[src/rtl/cfg_bar_ids.sv]
module cfg_bar_ids #(
  parameter logic [7:0]  BASE_LO_OFS = 8'h10,
  parameter logic [7:0]  BASE_HI_OFS = 8'h14,
  parameter logic [7:0]  IDS_OFS     = 8'h2C,
  parameter logic [3:0]  TYPE_BITS   = 4'b0100
) (
  input  logic        clk,
  input  logic        plat_rst_n,
  input  logic        func_rst,
  input  logic [7:0]  reg_addr,
  input  logic [3:0]  reg_be,
  input  logic        reg_we,
  input  logic [31:0] reg_wdata,
  output logic [31:0] reg_rdata
);

  localparam logic [5:0] DW_LO  = BASE_LO_OFS[7:2];
  localparam logic [5:0] DW_HI  = BASE_HI_OFS[7:2];
  localparam logic [5:0] DW_IDS = IDS_OFS[7:2];

  logic [27:0] base_lo;
  logic [31:0] base_hi;
  logic [15:0] vid, sid;
  logic        vid_lock, sid_lock;

  wire [5:0] dw     = reg_addr[7:2];
  wire       hit_lo = dw == DW_LO;
  wire       hit_hi = dw == DW_HI;
  wire       hit_id = dw == DW_IDS;

  wire be_lo16 = reg_be == 4'b0011;
  wire be_hi16 = reg_be == 4'b1100;
  wire be_all  = reg_be == 4'b1111;

  wire vid_wr = reg_we && hit_id && (be_lo16 || be_all) && !vid_lock;
  wire sid_wr = reg_we && hit_id && (be_hi16 || be_all) && !sid_lock;

  always_ff @(posedge clk or negedge plat_rst_n) begin
    if (!plat_rst_n) begin
      base_lo <= '0;
      base_hi <= '0;
    end else if (func_rst) begin
      base_lo <= '0;
      base_hi <= '0;
    end else if (reg_we) begin
      if (hit_lo) begin
        if (reg_be[0]) base_lo[3:0] <= reg_wdata[7:4];
        for (int b = 1; b < 4; b++)
          if (reg_be[b]) base_lo[8*b-4 +: 8] <= reg_wdata[8*b +: 8];
      end
      if (hit_hi) begin
        for (int b = 0; b < 4; b++)
          if (reg_be[b]) base_hi[8*b +: 8] <= reg_wdata[8*b +: 8];
      end
    end
  end

  always_ff @(posedge clk or negedge plat_rst_n) begin
    if (!plat_rst_n) begin
      vid      <= '0;
      sid      <= '0;
      vid_lock <= 1'b0;
      sid_lock <= 1'b0;
    end else begin
      if (vid_wr) begin
        vid      <= reg_wdata[15:0];
        vid_lock <= 1'b1;
      end
      if (sid_wr) begin
        sid      <= reg_wdata[31:16];
        sid_lock <= 1'b1;
      end
    end
  end

  always_comb begin
    reg_rdata = '0;
    if (hit_lo)      reg_rdata = {base_lo, TYPE_BITS};
    else if (hit_hi) reg_rdata = base_hi;
    else if (hit_id) reg_rdata = {sid, vid};
  end

  AST_VID_FROZEN: assert property (@(posedge clk) disable iff (!plat_rst_n)
    vid_lock |=> $stable(vid) && vid_lock);
  AST_SID_FROZEN: assert property (@(posedge clk) disable iff (!plat_rst_n)
    sid_lock |=> $stable(sid) && sid_lock);
  AST_BAD_BE_DROPPED: assert property (@(posedge clk) disable iff (!plat_rst_n)
    (reg_we && hit_id && !(be_lo16 || be_hi16 || be_all))
      |=> $stable({vid, sid, vid_lock, sid_lock}));
  AST_SOFT_RST_BASE: assert property (@(posedge clk) disable iff (!plat_rst_n)
    func_rst |=> (base_lo == '0) && (base_hi == '0));
  AST_SOFT_RST_KEEPS_IDS: assert property (@(posedge clk) disable iff (!plat_rst_n)
    (func_rst && !reg_we) |=> $stable({vid, sid, vid_lock, sid_lock}));
  AST_FULL_WRITE_LOCKS: assert property (@(posedge clk) disable iff (!plat_rst_n)
    (reg_we && hit_id && be_all) |=> vid_lock && sid_lock);
  AST_RESET_CLEAR: assert property (@(posedge clk)
    !plat_rst_n |-> !vid_lock && !sid_lock && vid == '0 && sid == '0);

endmodule

[config.mk]
export PLATFORM = sky130hd
export DESIGN_NAME = cfg_bar_ids
export DESIGN_NICKNAME = d
export VERILOG_FILES = /design/src/rtl/cfg_bar_ids.sv
export SDC_FILE = /design/constraint.sdc
export NUM_CORES = 1
export LEC_CHECK = 0
export CORE_MARGIN = 4
export CORE_UTILIZATION = 54
export CTS_CLUSTER_DIAMETER = 40
export DETAILED_ROUTE_END_ITERATION = 12
export PLACE_DENSITY = 0.81
export SYNTH_ARGS = -nofsm -noshare
export SYNTH_HDL_FRONTEND = slang
export SYNTH_SLANG_ARGS = --single-unit
[constraint.sdc]
create_clock -name clk -period 2.03 [get_ports clk]
set_input_delay 0.406 -clock clk [delete_from_list [all_inputs] [get_ports clk]]
set_output_delay 0.406 -clock clk [all_outputs]
set_load 0.005 [all_outputs]
# Yosys cells after proc, flatten, opt, wreduce, memory -nomap -nowiden
# Cells that the tools add are included.
[word_totals] inputBits=48 rom_bits=0 latch_bits=0 regBits=94 memories=0 ramBits=0 wordCells=56 output_inout_bits=32
[op_classes] shift=0 order_cmp=0 muxes=14 reduce_logical=24 n_addsub=0 n_div=0 eq_ne=6 n_mul=0 bitwise=0
[op_table] op="two-way mux 32 bit" n=6
[op_table] op="two-way mux 28 bit" n=3
[op_table] op="two-way mux 8 bit" n=4
[op_table] op="AND reduction 3 bit" n=8
[op_table] op="nonzero test 2 bit" n=7
[op_table] op="equality test 6 x 3 -> 1 bit, second input constant" n=2
[op_table] op="equality test 4 bit, second input constant" n=2
[op_table] op="equality test 6 x 4 -> 1 bit, second input constant" n=1
[op_table] op="logical AND 1 bit" n=5
[op_table] op="equality test 4 x 2 -> 1 bit, second input constant" n=1
[op_table] op="two-way mux 4 bit" n=1
[op_table] op="logical NOT 1 bit" n=2
[op_table] op="logical OR 1 bit" n=2

# Depth between registers and ports, before layout
[depth] depth_word=4 mapped_depth=7 mapped_depth_nobuf=3

# Worst setup path before layout
# OpenSTA, ideal clock, no wires.
[synth_path] path_kind="input to output" from="input port reg_addr[2]" to="output port reg_rdata[10]" arrival_time_ps=1447 path_stages=7 setup_slack_ps=177 t_required_ps=1624 path_buffers=4 path_cell_list="buf_4 and4b_1 buf_4 buf_4 buf_2 nand3_1 a2bb2oi_1"
[synth_between] elab_chain_cells=4 elab_cells_between_ends=6 classes_between="eq/ne: 3; mux: 3"
[synth_rtl] element="from (decl)" line="10" rtl="input logic [7:0] reg_addr,"
[synth_rtl] element="equality test 6 x 4 -> 1 bit" line="29" rtl="wire hit_id = dw == DW_IDS;"
[synth_rtl] element="two-way mux 32 bit" line="80" rtl="else if (hit_id) reg_rdata = {sid, vid};"
[synth_rtl] element="two-way mux 32 bit" line="79" rtl="else if (hit_hi) reg_rdata = base_hi;"
[synth_rtl] element="two-way mux 32 bit *" line="78" rtl="if (hit_lo) reg_rdata = {base_lo, TYPE_BITS};"
[synth_rtl] element="to (decl)" line="14" rtl="output logic [31:0] reg_rdata"
# Mark *: on every way between the ends. The rest lies on a longest branch, timed or not.

# Worst setup path after layout
[layout_path] from="input port reg_addr[6]" to="output port reg_rdata[25]"
# The elaborated chain is that of the path after synthesis.

==> qor.txt <==
sw power: 924.2 uW
Synth area leader: dfrtp_1
Place WS: -721.4 ps
min Tclk post-route: 1992 ps
P_int: 2.625 mW
DRC: 0
vias in the first global route: 4532
clock share of power: 32.5%
Die Width: 105.8 microns
PwrDens: 514.7 nW/um^2
leak pwr: 3.322 nW
# port buffers: 77
IO Pins: 80
clock tree buffer depth: 2
total track usage: 26.95%
Slew HR: 65.82%
syn avg cell area: 11.04 sq um
number of hold buffers added after CTS: 0
row cnt: 35
crit path DAT: 1590 ps
crit path launch type: primary input
routed wire length: 14.58 mm
remaining global-route overflow: 0
Clock Pin Slew Worst Setup and Hold Paths: 100 ps
final hold vios: 0
max incr delay on CP: 240 ps
CTS tree: yes
Final ANT Viol Nets: 0
Buf+Inv Stages, Crit Path: 6
CTS Buf Count: 9
Post-DP HPWL: 8.424 mm
Gate power share: 13.7%
achievable clock frequency: 501.9 MHz
synth warn: 0
H-tree depth: 3
Initial Util: 55.63%
Worst-Margin Slew: 512.7 ps
number of max-slew violations in the final report: 0
Initial DRT Pass Iterations: 4
Cell Chain, Critical Path: buf_4, nor2_4, buf_12, buf_4, buf_12, buf_16, nand3_2, a2bb2oi_2, dlygate4sd2_1
initial antenna violation count: 0
Cell variety after synth: 31
Worst path top cell family by delay: buffers and inverters
Synthesized Nets: 516
CTS Sinks: 94
fin crit share: 98.14%
pin count of the biggest net entering global routing: 93
diode count: 0
status: complete, no violations
Die Span Y: 105.8 microns
synthesized instance count: 468
share of cells above drive strength 1: 30.82%
Finished Core Util: 74.29%
drt via density: 5.792
routed len/inst: 20.45 microns
die area: 11190 sq um
Cell Area, Placed: 6321 sq um
Final WS setup: 37.67 ps
peak fanout along the critical path: 18
Mapped Area: 5165 sq um
Root Buffer: clkbuf_8
clock latency on the worst-skew pair: 360 ps
sequential share of power: 53.8%
Layout Nets: 627
ranking of synthesized cells by area: dfrtp_1, nand2b_1, mux2i_1
core box area: 9284 sq um
P&R area growth vs syn: 33.53%
Final Wtd Congestion: 0.7776
share of the synthesized area in the top cell type: 45.54%
Max-Cap Viols: 0
first-pass GRT wire length: 23.81 mm
dpl cells: 669
#FFs+latches synth: 94
endpoints failing setup: 0
Worst Hold Class: primary input to async pin
clock skew: 12.55 ps
post-synthesis sequential area ratio: 45.54%
peak supply drop: 0.0004843 V
CP max-delay cell: dlygate4sd2_1
Required @ worst endpoint: 1620 ps
drt first-iter violations: 177
Finished Layout Cells: 713
switching share of power: 26.04%
total vias in the final route: 4130
post-route design area: 6897 sq um
WS Path Type: primary input to primary output
CP endpoint kind: primary output
worst reg2reg max path, stage by stage, from the launching register on:
cell     delay [ps]
dfrtp_1         390
and4b_1         330
nand4_4         120
buf_12          190
mux2_4          310
cell type report:
| cell class | instances | area [sq um] |
|---|---|---|
| Clock buffer | 11 | 141.4 |
| Fill cell | 641 | 2387 |
| Timing Repair Buffer | 138 | 1414 |
| Clock inverter | 5 | 35.03 |
| Tap cell | 129 | 161.4 |
| Sequential cell | 94 | 2352 |
| Multi-Input combinational cell | 336 | 2793 |
path summary, 6_finish.rpt:
| path | start | end | slack, ps | cells after the start |
|---|---|---|---|---|
| max in group asynchronous | plat_rst_n | sid[5] | 1300 | 2 |
| max | reg_addr[6] | reg_rdata[25] | 40 | 9 |
| max reg2reg | vid_lock | vid[6] | 580 | 4 |
| min in group clk | sid_lock | sid_lock | 470 | 1 |
| min reg2reg | sid_lock | sid_lock | 470 | 1 |
| min | plat_rst_n | sid[14] | 0.7 | 1 |
metal layers:
layer	up-vias	global-route usage, %	part of all wire, %
met2	150	48.13	53
met4	0	11.47	2.8
met3	27	6.062	5.6
met1	2077	30.92	39
li1	1876	-	-
met5	-	0	0
power groups by stage:
stage | Clock [mW] | Sequential [mW] | Combinational, mW
6_report | 1.15 | 1.91 | 0.488
5_1_grt | 1.25 | 1.91 | 0.521
4_1_cts | 1.16 | 1.91 | 0.485
3_5_place_dp | 0 | 1.94 | 0.419
3_3_place_gp | 0 | 1.94 | 0.409
2_1_floorplan | 0 | 1.94 | 0.180
synth_stat cells (all sizes together):
cell and instances:
dfrtp 94, nor4b 1, mux2i 52, xnor2 2, buf 19, nand2b 115
o21ai 8, and2 2, nor2 1, and4b 3, a22o 1, nand4bb 2
a2bb2oi 28, nand4 10, nand3 60, a21oi 8, and4bb 1, clkbuf 19
nor3b 2, and3 4, a32o 3, mux2 32, nand3b 1
through the flow:
step	hold slack, ps	total power [mW]	TNS, ps
global route	23.88	3.680	-52.21
floorplan	110.4	2.120	0
finish	0.7407	3.550	0
detailed placement	407.5	2.362	-36580
CTS	13.05	3.555	0
global placement	396.8	2.351	-34250
placed cells by master, fill, tap and decap left out, drive strengths merged:
cell type / instances
a21oi: 8
a22o: 1
a2bb2oi: 28
a32o: 3
and2: 2
and3: 4
and4b: 3
and4bb: 1
buf: 92
bufbuf: 1
clkbuf: 14
clkdlybuf4s15: 4
clkdlybuf4s50: 37
clkinv: 4
clkinvlp: 1
dfrtp: 94
dlygate4sd2: 1
mux2: 32
mux2i: 52
nand2b: 115
nand3: 60
nand3b: 1
nand4: 10
nand4bb: 2
nor2: 1
nor3b: 2
nor4b: 1
o21ai: 8
xnor2: 2
timing repair:
item                       4_1_cts  5_1_grt
gates resized for setup        175       22
cloned                           6        0
pin swaps                       16        9
setup endpoints to repair       32       31
setup buffers                   26        2
logic make-up after synthesis:
family	share of synthesized area, %
muxes	18.36
AOI/OAI and AO/OA	7.050
buffers and inverters	3.561
and+or+nand+nor	25.15
DFF	45.54
xor gates and xnor gates	0.3392
registers in the layout (all words and copies together), names as in the netlist:
signal / cells
base_lo: 28
vid_lock: 1
base_hi: 32
sid_lock: 1
vid: 16
sid: 16
Power figures use the tool's default switching activity.
